**config.mk**
```make
export PLATFORM = sky130hd
export DESIGN_NAME = xlat_tlb
export DESIGN_NICKNAME = d
export VERILOG_FILES = /design/src/rtl/xlat_tlb_pkg.sv /design/src/rtl/xlat_rr_victim.sv /design/src/rtl/xlat_tlb_array.sv /design/src/rtl/xlat_tlb.sv
export SDC_FILE = /design/constraint.sdc
export NUM_CORES = 1
export LEC_CHECK = 0
export ABC_CLOCK_PERIOD_IN_PS = 5740
export BUFFER_PORTS_ARGS = -buffer_cell sky130_fd_sc_hd__buf_4
export CAP_MARGIN = 15
export CORE_ASPECT_RATIO = 0.6
export CORE_MARGIN = 10
export CORE_UTILIZATION = 30
export DETAILED_ROUTE_END_ITERATION = 10
export PLACE_DENSITY = 0.5
export SETUP_SLACK_MARGIN = 0.5
export SYNTH_ARGS = -nofsm -noshare
export SYNTH_HDL_FRONTEND = slang
export SYNTH_SLANG_ARGS = --single-unit
```
**constraint.sdc**
```tcl
create_clock -name clk -period 5.74 [get_ports clk]
set_input_delay 0.861 -clock clk [delete_from_list [all_inputs] [get_ports clk]]
set_output_delay 0.861 -clock clk [all_outputs]
set_load 0.02 [all_outputs]
```
**src/rtl/xlat_tlb_pkg.sv**
```systemverilog
// Package: shared sizes for the translation lookaside buffer.
// Assumes 32-bit virtual addresses with 4 KB and 4 MB page granules.
package xlat_tlb_pkg;
    parameter int VA_W       = 32;
    parameter int SMALL_SH   = 12;
    parameter int LARGE_SH   = 22;
    parameter int ATTR_W     = 6;
    parameter int N_ENTRIES  = 8;
    localparam int FRAME_W   = VA_W - SMALL_SH;
    localparam int LBASE_W   = VA_W - LARGE_SH;
endpackage

```
**src/rtl/xlat_rr_victim.sv**
```systemverilog
// Module: victim selector for one entry array.
// Picks the lowest invalid entry, else a round-robin pointer that moves
// only when a valid entry is actually replaced. Assumes alloc_en is
// raised only for fills that allocate (no tag match).
module xlat_rr_victim #(
    parameter int ENTRIES = 8,
    localparam int IDX_W  = (ENTRIES > 1) ? $clog2(ENTRIES) : 1
) (
    input  logic               clk,
    input  logic               rst_n,
    input  logic [ENTRIES-1:0] valid_vec,
    input  logic               alloc_en,
    output logic [IDX_W-1:0]   victim_idx
);
    logic [IDX_W-1:0] ptr_q;
    logic [IDX_W-1:0] free_idx;
    logic             any_free;

    // Find the lowest-numbered free entry.
    always_comb begin
        any_free = 1'b0;
        free_idx = '0;
        for (int i = ENTRIES - 1; i >= 0; i--) begin
            if (!valid_vec[i]) begin
                any_free = 1'b1;
                free_idx = IDX_W'(i);
            end
        end
        victim_idx = any_free ? free_idx : ptr_q;
    end

    // Advance the round-robin pointer on each replacement of a valid entry.
    always_ff @(posedge clk) begin
        if (!rst_n) begin
            ptr_q <= '0;
        end else if (alloc_en && !any_free) begin
            ptr_q <= (ptr_q == IDX_W'(ENTRIES - 1)) ? '0 : ptr_q + 1'b1;
        end
    end

    AST_PTR_HOLD_WHEN_FREE: assert property (@(posedge clk) disable iff (!rst_n)
        (alloc_en && any_free) |=> $stable(ptr_q));
endmodule

```
**src/rtl/xlat_tlb_array.sv**
```systemverilog
// Module: one fully associative entry array of the TLB.
// Holds tag, data, attributes and a global flag per entry. Lookup is
// combinational; invalidate and flush clear entries, then a write (if any)
// is applied on the same edge. Assumes at most one entry per tag, which
// the in-place overwrite keeps true.
module xlat_tlb_array #(
    parameter int ENTRIES = 8,
    parameter int TAG_W   = 20,
    parameter int DATA_W  = 20,
    parameter int ATTR_W  = 6,
    localparam int IDX_W  = (ENTRIES > 1) ? $clog2(ENTRIES) : 1
) (
    input  logic              clk,
    input  logic              rst_n,
    input  logic [TAG_W-1:0]  lk_tag,
    output logic              lk_hit,
    output logic [DATA_W-1:0] lk_data,
    output logic [ATTR_W-1:0] lk_attr,
    input  logic              wr_en,
    input  logic [TAG_W-1:0]  wr_tag,
    input  logic [DATA_W-1:0] wr_data,
    input  logic [ATTR_W-1:0] wr_attr,
    input  logic              wr_global,
    input  logic              inv_en,
    input  logic [TAG_W-1:0]  inv_tag,
    input  logic              flush_en,
    input  logic              keep_global
);
    logic [ENTRIES-1:0] valid_q;
    logic [ENTRIES-1:0] global_q;
    logic [TAG_W-1:0]   tag_q  [ENTRIES];
    logic [DATA_W-1:0]  data_q [ENTRIES];
    logic [ATTR_W-1:0]  attr_q [ENTRIES];

    logic [ENTRIES-1:0] lk_match;
    logic [ENTRIES-1:0] wr_match;
    logic [ENTRIES-1:0] inv_match;
    logic [ENTRIES-1:0] clear_mask;
    logic [IDX_W-1:0]   match_idx;
    logic [IDX_W-1:0]   victim_idx;
    logic [IDX_W-1:0]   wr_idx;
    logic               wr_hit;

    // Per-entry tag comparators for lookup, fill and invalidate.
    for (genvar g = 0; g < ENTRIES; g++) begin : g_cmp
        assign lk_match[g]  = valid_q[g] && (tag_q[g] == lk_tag);
        assign wr_match[g]  = valid_q[g] && (tag_q[g] == wr_tag);
        assign inv_match[g] = valid_q[g] && (tag_q[g] == inv_tag);
    end

    // Merge the (at most one) matching entry onto the lookup outputs.
    always_comb begin
        lk_hit  = |lk_match;
        lk_data = '0;
        lk_attr = '0;
        for (int i = 0; i < ENTRIES; i++) begin
            if (lk_match[i]) begin
                lk_data = lk_data | data_q[i];
                lk_attr = lk_attr | attr_q[i];
            end
        end
    end

    // Encode the entry that already holds the fill tag.
    always_comb begin
        wr_hit    = |wr_match;
        match_idx = '0;
        for (int i = 0; i < ENTRIES; i++) begin
            if (wr_match[i]) match_idx = IDX_W'(i);
        end
    end

    xlat_rr_victim #(.ENTRIES(ENTRIES)) i_victim (
        .clk        (clk),
        .rst_n      (rst_n),
        .valid_vec  (valid_q),
        .alloc_en   (wr_en && !wr_hit),
        .victim_idx (victim_idx)
    );

    assign wr_idx = wr_hit ? match_idx : victim_idx;

    // Entries removed this cycle by invalidate or base reload.
    always_comb begin
        clear_mask = inv_en ? inv_match : '0;
        if (flush_en) clear_mask = clear_mask | (keep_global ? ~global_q : '1);
    end

    // Update valid bits: clear first, then set the written entry.
    always_ff @(posedge clk) begin
        if (!rst_n) begin
            valid_q <= '0;
        end else begin
            for (int i = 0; i < ENTRIES; i++) begin
                if (wr_en && (wr_idx == IDX_W'(i))) valid_q[i] <= 1'b1;
                else if (clear_mask[i])             valid_q[i] <= 1'b0;
            end
        end
    end

    // Write the payload of the selected entry.
    always_ff @(posedge clk) begin
        for (int i = 0; i < ENTRIES; i++) begin
            if (wr_en && (wr_idx == IDX_W'(i))) begin
                tag_q[i]    <= wr_tag;
                data_q[i]   <= wr_data;
                attr_q[i]   <= wr_attr;
                global_q[i] <= wr_global;
            end
        end
    end

    AST_SINGLE_MATCH: assert property (@(posedge clk) disable iff (!rst_n)
        $onehot0(lk_match));
    AST_FILL_LANDS: assert property (@(posedge clk) disable iff (!rst_n)
        wr_en |=> valid_q[$past(wr_idx)]);
    AST_IDLE_NO_CHANGE: assert property (@(posedge clk) disable iff (!rst_n)
        (!wr_en && !inv_en && !flush_en) |=> $stable(valid_q));
    AST_RELOAD_KEEPS_GLOBAL: assert property (@(posedge clk) disable iff (!rst_n)
        (flush_en && keep_global && !wr_en && !inv_en) |=>
        (valid_q == ($past(valid_q) & $past(global_q))));
    AST_RELOAD_ALL: assert property (@(posedge clk) disable iff (!rst_n)
        (flush_en && !keep_global && !wr_en) |=> (valid_q == '0));
endmodule

```
**src/rtl/xlat_tlb.sv**
```systemverilog
// Module: TLB top with a small-page and a large-page array.
// Both arrays are searched in parallel; a large-page hit wins. Fills with
// the present flag clear are dropped. A base reload flushes non-global
// entries (all entries when global_en is 0); invalidate hits both arrays.
module xlat_tlb
    import xlat_tlb_pkg::*;
#(
    parameter int ENTRIES = N_ENTRIES,
    parameter int AW      = ATTR_W
) (
    input  logic               clk,
    input  logic               rst_n,
    input  logic [VA_W-1:0]    lk_vaddr,
    output logic               lk_hit,
    output logic               lk_large,
    output logic [FRAME_W-1:0] lk_frame,
    output logic [AW-1:0]      lk_attr,
    input  logic               fill_valid,
    input  logic [VA_W-1:0]    fill_vaddr,
    input  logic               fill_large,
    input  logic [FRAME_W-1:0] fill_frame,
    input  logic [AW-1:0]      fill_attr,
    input  logic               fill_global,
    input  logic               fill_present,
    input  logic               inv_valid,
    input  logic [VA_W-1:0]    inv_vaddr,
    input  logic               base_reload,
    input  logic               global_en
);
    localparam int SUB_W = LARGE_SH - SMALL_SH;

    logic               sm_hit, lg_hit;
    logic [FRAME_W-1:0] sm_frame;
    logic [LBASE_W-1:0] lg_base;
    logic [AW-1:0]      sm_attr, lg_attr;
    logic               fill_ok;

    assign fill_ok = fill_valid && fill_present;

    xlat_tlb_array #(
        .ENTRIES(ENTRIES), .TAG_W(FRAME_W), .DATA_W(FRAME_W), .ATTR_W(AW)
    ) i_small (
        .clk         (clk),
        .rst_n       (rst_n),
        .lk_tag      (lk_vaddr[VA_W-1:SMALL_SH]),
        .lk_hit      (sm_hit),
        .lk_data     (sm_frame),
        .lk_attr     (sm_attr),
        .wr_en       (fill_ok && !fill_large),
        .wr_tag      (fill_vaddr[VA_W-1:SMALL_SH]),
        .wr_data     (fill_frame),
        .wr_attr     (fill_attr),
        .wr_global   (fill_global),
        .inv_en      (inv_valid),
        .inv_tag     (inv_vaddr[VA_W-1:SMALL_SH]),
        .flush_en    (base_reload),
        .keep_global (global_en)
    );

    xlat_tlb_array #(
        .ENTRIES(ENTRIES), .TAG_W(LBASE_W), .DATA_W(LBASE_W), .ATTR_W(AW)
    ) i_large (
        .clk         (clk),
        .rst_n       (rst_n),
        .lk_tag      (lk_vaddr[VA_W-1:LARGE_SH]),
        .lk_hit      (lg_hit),
        .lk_data     (lg_base),
        .lk_attr     (lg_attr),
        .wr_en       (fill_ok && fill_large),
        .wr_tag      (fill_vaddr[VA_W-1:LARGE_SH]),
        .wr_data     (fill_frame[FRAME_W-1:SUB_W]),
        .wr_attr     (fill_attr),
        .wr_global   (fill_global),
        .inv_en      (inv_valid),
        .inv_tag     (inv_vaddr[VA_W-1:LARGE_SH]),
        .flush_en    (base_reload),
        .keep_global (global_en)
    );

    // Select the result: large-page hit has priority over small-page hit.
    always_comb begin
        lk_hit   = sm_hit || lg_hit;
        lk_large = lg_hit;
        if (lg_hit) begin
            lk_frame = {lg_base, lk_vaddr[LARGE_SH-1:SMALL_SH]};
            lk_attr  = lg_attr;
        end else begin
            lk_frame = sm_hit ? sm_frame : '0;
            lk_attr  = sm_hit ? sm_attr  : '0;
        end
    end

    AST_LARGE_WINS: assert property (@(posedge clk) disable iff (!rst_n)
        (sm_hit && lg_hit) |-> (lk_large && lk_attr == lg_attr));
    AST_LARGE_FRAME_LOW: assert property (@(posedge clk) disable iff (!rst_n)
        lk_large |-> (lk_frame[SUB_W-1:0] == lk_vaddr[LARGE_SH-1:SMALL_SH]));
    AST_NO_NONPRESENT_HIT: assert property (@(posedge clk) disable iff (!rst_n)
        (fill_valid && !fill_present && !lk_hit && !inv_valid && !base_reload
         && lk_vaddr == fill_vaddr && $stable(lk_vaddr)) |=> !lk_hit);
endmodule

```
==> summary.md <==
| Metric | Value |
|---|---|
| Status | finished, final reports clean |
| Worst-skew pair later-pin latency | 0.67 ns |
| Hold WC Path Type | primary input to flop |
| Period utilization | 0.895 |
| Finish-stage setup viols | 0 |
| Post-DP HPWL | 66900 um |
| Slew headroom | 0.305 |
| TritonCTS buffer count | 61 |
| R2R depth | 10 |
| Top sig layer | met5 |
| Largest net degree at the start of global routing | between 40 and 50 |
| CP Capture Type | primary output |
| #FFs+latches synth | 614 |
| First DRT Iteration DRCs | ~2100 |
| GRT overflow | 0 |
| Most frequent cells in the layout | 592 x edfxtp_1, 532 x xnor2_1, 188 x xor2_1, 178 x buf_4, 144 x nand4_1 |
| Worst path required time | between 4 and 5 ns |
| Met1 wire length | around 50000 um |
| Routability Congestion | roughly 0.9 |
| Syn avg cell area | between 10 and 15 um2 |
| CTS tree | yes |
| # fillers | roughly 9500 |
| Area Growth Syn to Fin | 15.4% |
| Clock root buffer | clkbuf_16 |
| Residual DRC | 0 |
| WS Path Type | primary input to primary output |
| RSZ-0062 raised after global routing | no |
| Worst VDD drop | between 200 and 250 uV |
| Worst-margin pin slew | 1.03 ns |
| Global-route wire length before repair | 152000 um |
| Util after Layout | 0.349 |
| Finished Cell Area | 34400 um2 |
| CP Capture Point | lk_attr[3] |
| Met3 wire len | 11800 um |
| Dpl cell area | approximately 32000 um2 |
| Commonest non-fill, non-tap cell in the layout | edfxtp_1 |
| Worst r2r src | i_small.tag_q[0][78] |
| PwrDens | 281 nW/um2 |
| Drt first pass iters | 5 |
| Hold Fails Final Rpt | 0 |
| ANT nets after route | 0 |
| Synth async-reset ratio | 0 |
| # nets final | approximately 2400 |
| Worst setup path start | lk_vaddr[23] |
| Post-synthesis cell area | 29900 um2 |
| CTS Hold Bufs | 0 |
| Die W | roughly 430 um |
| Fin crit period | just over 5 ns |
| R2R setup slack | about 2 ns |
| Die area | ~110000 um2 |
| Crit start category | primary input |
| WP data arrival | 4.28 ns |
| Hold Slack | ~0.42 ns |
| Initial antenna violation count | 4 |
| Total chip power | around 9700 uW |
| H-tree depth | 2 |
| Number of global-route vias before repair | 19000 |
| Overall Global Routing Usage | 0.188 |
| Dominant synthesized flop cell | edfxtp_1 |
| CP Max Fanout | 16 |
| # IOs | roughly 160 |
| Max frequency | between 150 and 200 MHz |
| LEAKAGE | roughly 0.011 uW |
| Clk buf depth | 3 |
| Buffers on Ports | around 120 |
| Setup TNS | 0 ns |
| Final Max Tran Viols | 0 |
| Post-synthesis sequential area ratio | 0.610 |
| Die Span Y | around 260 um |
| Initial Util | 0.303 |
| Syn_nets | between 2000 and 2500 |
| DR vias | between 15000 and 20000 |
| Number of vias per cell | roughly 5.4 |
| CORE AREA | roughly 100000 um2 |
| Share of layout cells above drive strength 1 | 0.135 |
| Cells after synthesis | around 2100 |
| WL per Instance | a little over 30 um |
| Layout Skew | slightly below 0.05 ns |
| Num rows | 89 |
| Terminus of the critical flop-to-flop path | i_small.attr_q[1][19] |
| Distinct cells, synth | 64 |
| CTS sink count | roughly 600 |
| Clk pin slew, worst setup/hold paths | approximately 0.06 ns |
| Yosys warning total | 0 |
| Max Cap Violations | 0 |
| Drt total wl | around 110000 um |
| Post-synth EDFFs | 592 |
| Met2 wire len | approximately 47000 um |
==> layer usage <==
metal,global-route usage,vias to the layer above
met4,0.0377,4
li1,-,8298
met2,0.274,1032
met1,0.279,10100
met3,0.0496,145
met5,0,-
==> synthesized netlist by cell type (all sizes together), types with 3 or more instances <==
cell    count  area (um2)
or3         7        43.8
a31o       16         140
nand4     144         901
a221oi     42         368
o21ai       9        48.8
inv        10        37.5
nand2      39         146
dfxtp      22         440
a21o       11        82.6
and3        4        25.0
mux2i       5        50.1
nor2b       5        31.3
buf        77         557
xnor2     532        4660
and2        3        18.8
o32ai       4        35.0
or4         3        22.5
o211ai      8        60.1
a22o       42         368
a211oi      4        30.0
clkbuf     51         191
nor2       22        85.1
o21a        4        30.0
o211a       3        30.0
nor3       19         100
a31oi      11        68.8
ha          4        50.1
nand3      50         250
a22oi      87         653
xor2      188        1650
nor4       76         617
a21boi      3        22.5
a21oi      10        53.8
and4        5        43.8
edfxtp    592       17800
==> kinds of logic (layout without fill, tap and decap cells) <==
group / count (synthesis) / count (layout) / share of synthesized area
mux: 5 / 5 / 0.00168
compound gates: 265 / 265 / 0.0700
other cells: 0 / 1 / 0
fa+ha+maj: 4 / 4 / 0.00168
buf+inv: 139 / 311 / 0.0264
xor+xnor: 720 / 720 / 0.211
simple gates: 386 / 386 / 0.0789
flops: 614 / 614 / 0.610
==> final cells by class <==
class                   instances  area (um2)  area share
diodes                          1        2.50   0.0000727
inverters                      11        41.3     0.00120
repair buffers                190        1580      0.0458
well taps                    1319        1650      0.0479
flip-flops and latches        614       18200       0.529
clock buffers                  78        1640      0.0476
multi-input cells            1380       11000       0.318
clock inverters                32         350      0.0102
==> registers in the layout, indices dropped and copies added, names as in the netlist <==
register	flops
i_large.valid_q	8
i_small.attr_q	48
i_small.global_q	8
i_large.i_victim.ptr_q	3
i_large.data_q	80
i_small.data_q	160
i_small.i_victim.ptr_q	3
i_small.valid_q	8
i_large.tag_q	80
i_large.global_q	8
i_large.attr_q	48
i_small.tag_q	160
==> worst min path at each step <==
stage,endpoint,slack [ns],from,cells past startpoint
2_1_floorplan,i_large.i_victim.ptr_q[0],0.46,i_large.i_victim.ptr_q[0],2
3_3_place_gp,i_large.i_victim.ptr_q[0],0.48,i_large.i_victim.ptr_q[0],2
3_5_place_dp,i_large.i_victim.ptr_q[0],0.49,i_large.i_victim.ptr_q[0],2
4_1_cts,i_small.data_q[0][42],0.38,fill_frame[2],1
5_1_grt,i_small.data_q[1][41],0.40,fill_frame[1],1
6_report,i_small.data_q[1][41],0.42,fill_frame[1],1
==> repair_timing <==
item | CTS | global route
gates resized for setup | 1 | 0
setup endpoints to repair | 16 | 0
setup buffers | 0 | 0
==> metrics by stage <==
step                      setup slack (ns)  cells
after floorplan                      0.556   2133
after global placement               0.326   3514
after detailed placement             0.338   3514
after CTS                            0.609   3624
after global routing                 0.551   3624
final                                0.602   3625
==> critical path, cell delays in order <==
cell and delay (ns):
buf_4 0.49, xor2_1 0.21, nor4_1 0.08, nand4_1 0.15, nor4_4 0.06, buf_4 0.21, nor4_1 0.90, a21o_2 0.64
a31o_1 0.23, nand4_1 0.19, buf_4 0.22
==> where the power goes <==
| part | internal [uW] | switching (uW) | total, uW |
|---|---|---|---|
| Combinational | 224 | 477 | 701 |
| Sequential | 4930 | 13.9 | 4940 |
| Clock | 2240 | 1800 | 4040 |
(Power assumes the default switching activity.)
